## src/rtl/drlink_pkg.sv

```systemverilog
package drlink_pkg;
  typedef enum logic [1:0] {
    TX_IDLE  = 2'd0,
    TX_DATA  = 2'd1,
    TX_SPACE = 2'd2
  } tx_state_e;
endpackage

```

## src/rtl/drlink_cdet.sv

```systemverilog
module drlink_cdet #(
  parameter int W = 8
) (
  input  logic [W-1:0] one_r,
  input  logic [W-1:0] zero_r,
  output logic         all_code,
  output logic         all_space,
  output logic         any_bad
);
  logic [W-1:0] code_b, space_b, bad_b;

  for (genvar i = 0; i < W; i++) begin : g_pair
    assign code_b[i]  = one_r[i] ^ zero_r[i];
    assign space_b[i] = ~(one_r[i] | zero_r[i]);
    assign bad_b[i]   = one_r[i] & zero_r[i];
  end

  assign all_code  = &code_b;
  assign all_space = &space_b;
  assign any_bad   = |bad_b;
endmodule

```

## src/rtl/drlink_tx.sv

```systemverilog
module drlink_tx
  import drlink_pkg::*;
#(
  parameter int W = 8
) (
  input  logic         clk,
  input  logic         rst,
  input  logic [W-1:0] tx_data,
  input  logic         tx_valid,
  output logic         tx_ready,
  output logic [W-1:0] tx_one,
  output logic [W-1:0] tx_zero,
  input  logic         ack_in
);
  tx_state_e st;

  assign tx_ready = (st == TX_IDLE) && !ack_in;

  always_ff @(posedge clk) begin
    if (rst) begin
      st      <= TX_IDLE;
      tx_one  <= '0;
      tx_zero <= '0;
    end else begin
      unique case (st)
        TX_IDLE: if (tx_valid && tx_ready) begin
          tx_one  <= tx_data;
          tx_zero <= ~tx_data;
          st      <= TX_DATA;
        end
        TX_DATA: if (ack_in) begin
          tx_one  <= '0;
          tx_zero <= '0;
          st      <= TX_SPACE;
        end
        TX_SPACE: if (!ack_in) st <= TX_IDLE;
        default: st <= TX_IDLE;
      endcase
    end
  end


  rails_exclusive_chk: assert property (@(posedge clk) disable iff (rst)
    (tx_one & tx_zero) == '0);


  hold_rails_chk: assert property (@(posedge clk) disable iff (rst)
    ((|tx_one) || (|tx_zero)) && !ack_in |=> $stable(tx_one) && $stable(tx_zero));


  ready_gate_chk: assert property (@(posedge clk) disable iff (rst)
    tx_ready |-> !ack_in);
endmodule

```

## src/rtl/drlink_rx.sv

```systemverilog
module drlink_rx #(
  parameter int W = 8
) (
  input  logic         clk,
  input  logic         rst,
  input  logic [W-1:0] rx_one,
  input  logic [W-1:0] rx_zero,
  output logic         ack_out,
  output logic [W-1:0] rx_data,
  output logic         rx_valid,
  output logic         rx_err
);
  logic [W-1:0] s_one, s_zero;
  logic         all_code, all_space, any_bad;

  always_ff @(posedge clk) begin
    if (rst) begin
      s_one  <= '0;
      s_zero <= '0;
    end else begin
      s_one  <= rx_one;
      s_zero <= rx_zero;
    end
  end

  drlink_cdet #(.W(W)) u_cdet (
    .one_r    (s_one),
    .zero_r   (s_zero),
    .all_code (all_code),
    .all_space(all_space),
    .any_bad  (any_bad)
  );

  always_ff @(posedge clk) begin
    if (rst) begin
      ack_out  <= 1'b0;
      rx_data  <= '0;
      rx_valid <= 1'b0;
      rx_err   <= 1'b0;
    end else begin
      rx_valid <= 1'b0;
      rx_err   <= any_bad;
      if (!ack_out && all_code) begin
        ack_out  <= 1'b1;
        rx_data  <= s_one;
        rx_valid <= 1'b1;
      end else if (ack_out && all_space) begin
        ack_out <= 1'b0;
      end
    end
  end


  single_pulse_chk: assert property (@(posedge clk) disable iff (rst)
    rx_valid |=> !rx_valid);


  ack_with_data_chk: assert property (@(posedge clk) disable iff (rst)
    $rose(ack_out) |-> rx_valid);


  ack_drop_chk: assert property (@(posedge clk) disable iff (rst)
    $fell(ack_out) |-> $past(all_space));
endmodule

```

## src/rtl/drlink_top.sv

```systemverilog
module drlink_top #(
  parameter int W = 8
) (
  input  logic         clk,
  input  logic         rst,
  input  logic [W-1:0] tx_data,
  input  logic         tx_valid,
  output logic         tx_ready,
  output logic [W-1:0] tx_one,
  output logic [W-1:0] tx_zero,
  input  logic         ack_in,
  input  logic [W-1:0] rx_one,
  input  logic [W-1:0] rx_zero,
  output logic         ack_out,
  output logic [W-1:0] rx_data,
  output logic         rx_valid,
  output logic         rx_err
);
  drlink_tx #(.W(W)) u_tx (
    .clk     (clk),
    .rst     (rst),
    .tx_data (tx_data),
    .tx_valid(tx_valid),
    .tx_ready(tx_ready),
    .tx_one  (tx_one),
    .tx_zero (tx_zero),
    .ack_in  (ack_in)
  );

  drlink_rx #(.W(W)) u_rx (
    .clk     (clk),
    .rst     (rst),
    .rx_one  (rx_one),
    .rx_zero (rx_zero),
    .ack_out (ack_out),
    .rx_data (rx_data),
    .rx_valid(rx_valid),
    .rx_err  (rx_err)
  );
endmodule

```

## config.mk

```make
export PLATFORM = sky130hd
export DESIGN_NAME = drlink_top
export DESIGN_NICKNAME = d
export VERILOG_FILES = /design/src/rtl/drlink_pkg.sv /design/src/rtl/drlink_cdet.sv /design/src/rtl/drlink_tx.sv /design/src/rtl/drlink_rx.sv /design/src/rtl/drlink_top.sv
export SDC_FILE = /design/constraint.sdc
export NUM_CORES = 1
export LEC_CHECK = 0
export ABC_AREA = 1
export CAP_MARGIN = 0
export CORE_UTILIZATION = 30
export CTS_CLUSTER_DIAMETER = 80
export CTS_CLUSTER_SIZE = 25
export DETAILED_ROUTE_END_ITERATION = 10
export GPL_TIMING_DRIVEN = 0
export SYNTH_ARGS = -nofsm -noshare
export SYNTH_HDL_FRONTEND = slang
export SYNTH_SLANG_ARGS = --single-unit
```

## constraint.sdc

```tcl
create_clock -name clk -period 1.65 [get_ports clk]
set_input_delay 0.33 -clock clk [delete_from_list [all_inputs] [get_ports clk]]
set_output_delay 0.33 -clock clk [all_outputs]
set_load 0.01 [all_outputs]
```

==> metrics.md, run 1 <==
| Metric | Value |
|---|---|
| Delay of the slowest critical-path stage | 550 ps |
| Final Instance Count excl. Fillers | 414 |
| Clk sink count | 45 |
| Pre-antenna DRT Iters | 7 |
| Vias in the first global route | 1719 |
| Sequential cell area fraction in the yosys report | 44.4% |
| CP Launch Type | register |
| Leakage | 0.00135 uW |
| Slowest CP cell | clkdlybuf4s50_1 |
| Crit-path max FO | 3 |
| CTS Hold Bufs | 0 |
| Synth warn | 0 |
| DR vias | 1733 |
| Netlist cell types | 22 |
| Ratio of final minimum period to clock period | 94.2% |
| Reg2reg end | u_rx.rx_data[6] |
| Synth Net Count | 320 |
| R2R depth | 7 |
| Clk slew on worst S/H paths | 80 ps |
| Die Width | 84.2 um |
| Die Area | 7090 sq um |
| Maximum root-to-sink buffer count | 2 |
| Clock skew | 9.32 ps |
| RSZ-0062 raised after global routing | false |
| HP Start | u_tx.tx_zero[2] |
| Synthesized instance count | 276 |
| Worst slew margin | 64.4% |
| Setup total negative slack | 0 ps |
| Met3 Use GR | 2.95% |
| Global-route wire length before repair | 7510 um |
| Fmax | 0.643 GHz |
| Inst Count DP | 408 |
| Routability congestion estimate | 0.782 |
| DRC viols | 10 |
| Failing checks | DRC |
| Vias per cell | 4.19 |
| Clk root buf | clkbuf_8 |
| CP Launch Point | u_rx.ack_out |
| Rows | 29 |
| Detail Route Antenna Nets | 0 |
| Pre-CTS setup slack | -470 ps |
| Area delta synth->final | 36.9% |
| Core area | 6420 sq um |
| Port bufs | 55 |
| WP data required | 1320 ps |
| Iteration-0 DRC Markers | 63 |
| Diodes inserted | 0 |
| Met2 Use GR | 22.2% |
| Net count, final | 381 |
| Hpwl dp | 3250 um |
| Status | finished, violations left |
| Cts bufs inserted | 5 |
| Routed wire length | 4290 um |
| Post-route setup slack | 95.3 ps |
| Crit path DAT | 1220 ps |
| Family with the most delay on the worst path | buffers and inverters |
| Met1 Use GR | 16.4% |
| Io pins | 56 |
| Worst min-delay path category | register to register |
| Gr busiest metal | met2 |
| CP Class | register to primary output |
| Avg Synthesized Cell Area | 7.35 sq um |
| Tmin final | 1550 ps |
| Largest net degree at the start of global routing | 13 |
| Max rail drop VDD | 0.311 mV |
| Crit. End Element | primary output |
| MaxCap Viol Count | 0 |
| TritonCTS clock tree | done |
| Critical path depth | 1 |
| Max-slew violation count | 0 |
| Initial Utilization | 31.6% |
| R2R Setup Slk | 220 ps |
| Total Routing Usage GR | 13.1% |
| CP Cell Sequence | clkdlybuf4s50_1 |
| Pwr dens | 808 nW/um^2 |
| Initial antenna violation count | 0 |
| Synthesized area | 2030 sq um |
| Setup bufs post-CTS | 0 |
| CP Buf/Inv Count | 1 |
| Share of cells above drive strength 1 | 5.64% |
| Slew @ Worst Pin | 534 ps |
| Hold Violations, Final | 0 |
| Die Y | 84.2 um |
| Setup violations, final | 0 |
| WL/cell | 10.4 um |
| Flops & latches, synth | 45 |
| H-tree levels | 2 |
| Setup crit end | ack_out |
| GRT overflow | 0 |
| Clk_lat worst skew | 290 ps |
| Worst reg2reg path startpoint | u_rx.s_one[4] |
[metrics by stage]
step / util (%) / total power, uW / area (sq um) / hold slack (ps)
global placement: 41.7 / 1580 / 2680 / 487
floorplan: - / 1400 / 2030 / 399
finish: 43.2 / 2240 / 2780 / 500
detailed placement: 41.7 / 1590 / 2680 / 498
global route: 43.2 / 2370 / 2780 / 539
CTS: 43.1 / 2270 / 2770 / 509
[routing by layer]
layer / vias up / wire (um) / share of wire (%)
li1: 931 / - / -
met1: 763 / 2100 / 49
met2: 33 / 1950 / 45
met3: 6 / 171 / 4.0
met4: 0 / 76 / 1.8
met5: - / 0 / 0
[cell families (layout without fill, tap and decap cells)]
logic type / after synthesis / count (layout) / synth area share, %
buffers and inverters: 62 / 123 / 12.1
AND/OR/NAND/NOR: 147 / 147 / 32.0
flip-flops: 45 / 45 / 44.4
AO/OA/AOI/OAI: 6 / 6 / 1.60
adder cells (fa/ha/maj): 16 / 16 / 9.87
[synthesized netlist by cell type, drive strengths merged]
| cell | instances | area share (%) |
|---|---|---|
| buf | 6 | 1.7 |
| and2 | 2 | 0.74 |
| nand4 | 3 | 0.93 |
| o21ai | 1 | 0.25 |
| o21bai | 1 | 0.37 |
| inv | 53 | 9.8 |
| ha | 16 | 9.9 |
| nand2 | 36 | 7.0 |
| nor2 | 84 | 16 |
| nor3 | 1 | 0.25 |
| dfxtp | 45 | 44 |
| clkbuf | 3 | 0.56 |
| nand3 | 7 | 2.0 |
| nand3b | 14 | 5.2 |
| a21oi | 4 | 0.99 |
[final cells by class]
cell class	count	area, sq um
flip-flops and latches	45	901
plain buffers	8	41.3
repair buffers	55	548
inverters	53	199
fillers	679	3650
multi-input cells	169	905
well taps	77	96.3
clock buffers	7	86.3
[cell usage in the layout (no fill, tap or decap), types with 4 or more instances in the layout]
cell type        netlist  final
nor2_1                83     81
inv_1                 52     52
nand2_1               35     35
clkbuf_1               3      4
ha_1                  16     16
dfxtp_1               45     45
clkbuf_8               0      6
nand3_1                6      5
nand3b_1              14     14
clkdlybuf4s50_1        0     53
a21oi_1                4      4
[registers in the layout, indices dropped and copies added, names as in the netlist]
register	count
u_rx.s_one	8
u_rx.rx_err	1
u_rx.rx_data	8
u_tx.tx_one	8
u_rx.rx_valid	1
u_tx.tx_zero	8
u_rx.ack_out	1
u_rx.s_zero	8
u_tx.st	2
[how the worst min path moves through the flow]
stage	end	depth (start not counted)
after floorplan	u_tx.st[0]	1
after global placement	u_tx.tx_zero[3]	2
after detailed placement	u_tx.tx_zero[2]	2
after CTS	u_tx.tx_zero[2]	2
after global routing	u_tx.tx_zero[2]	2
final	u_tx.tx_zero[2]	2
[power by group]
group | leakage, uW | switching [uW] | internal [uW]
Clock | 0.0000443 | 350 | 333
Sequential | 0.000370 | 34.3 | 1140
Combinational | 0.000934 | 176 | 206
[timing repair]
| action | 4_1_cts | 5_1_grt |
|---|---|---|
| pin swaps | 1 | 0 |
| resized for setup | 4 | 3 |
| setup endpoints to repair | 10 | 9 |
Power figures use the tool's default switching activity.
==> inputs of run 2 (changes only) <==
--- a/config.mk
+++ b/config.mk
@@ -6,6 +6,7 @@
 export NUM_CORES = 1
 export LEC_CHECK = 0
 export ABC_AREA = 1
+export ABC_CLOCK_PERIOD_IN_PS = 1650
 export CAP_MARGIN = 0
 export CORE_UTILIZATION = 30
 export CTS_CLUSTER_DIAMETER = 80
==> results of run 2 <==
Final layout, timing and power as in run 1 (identical DEF).
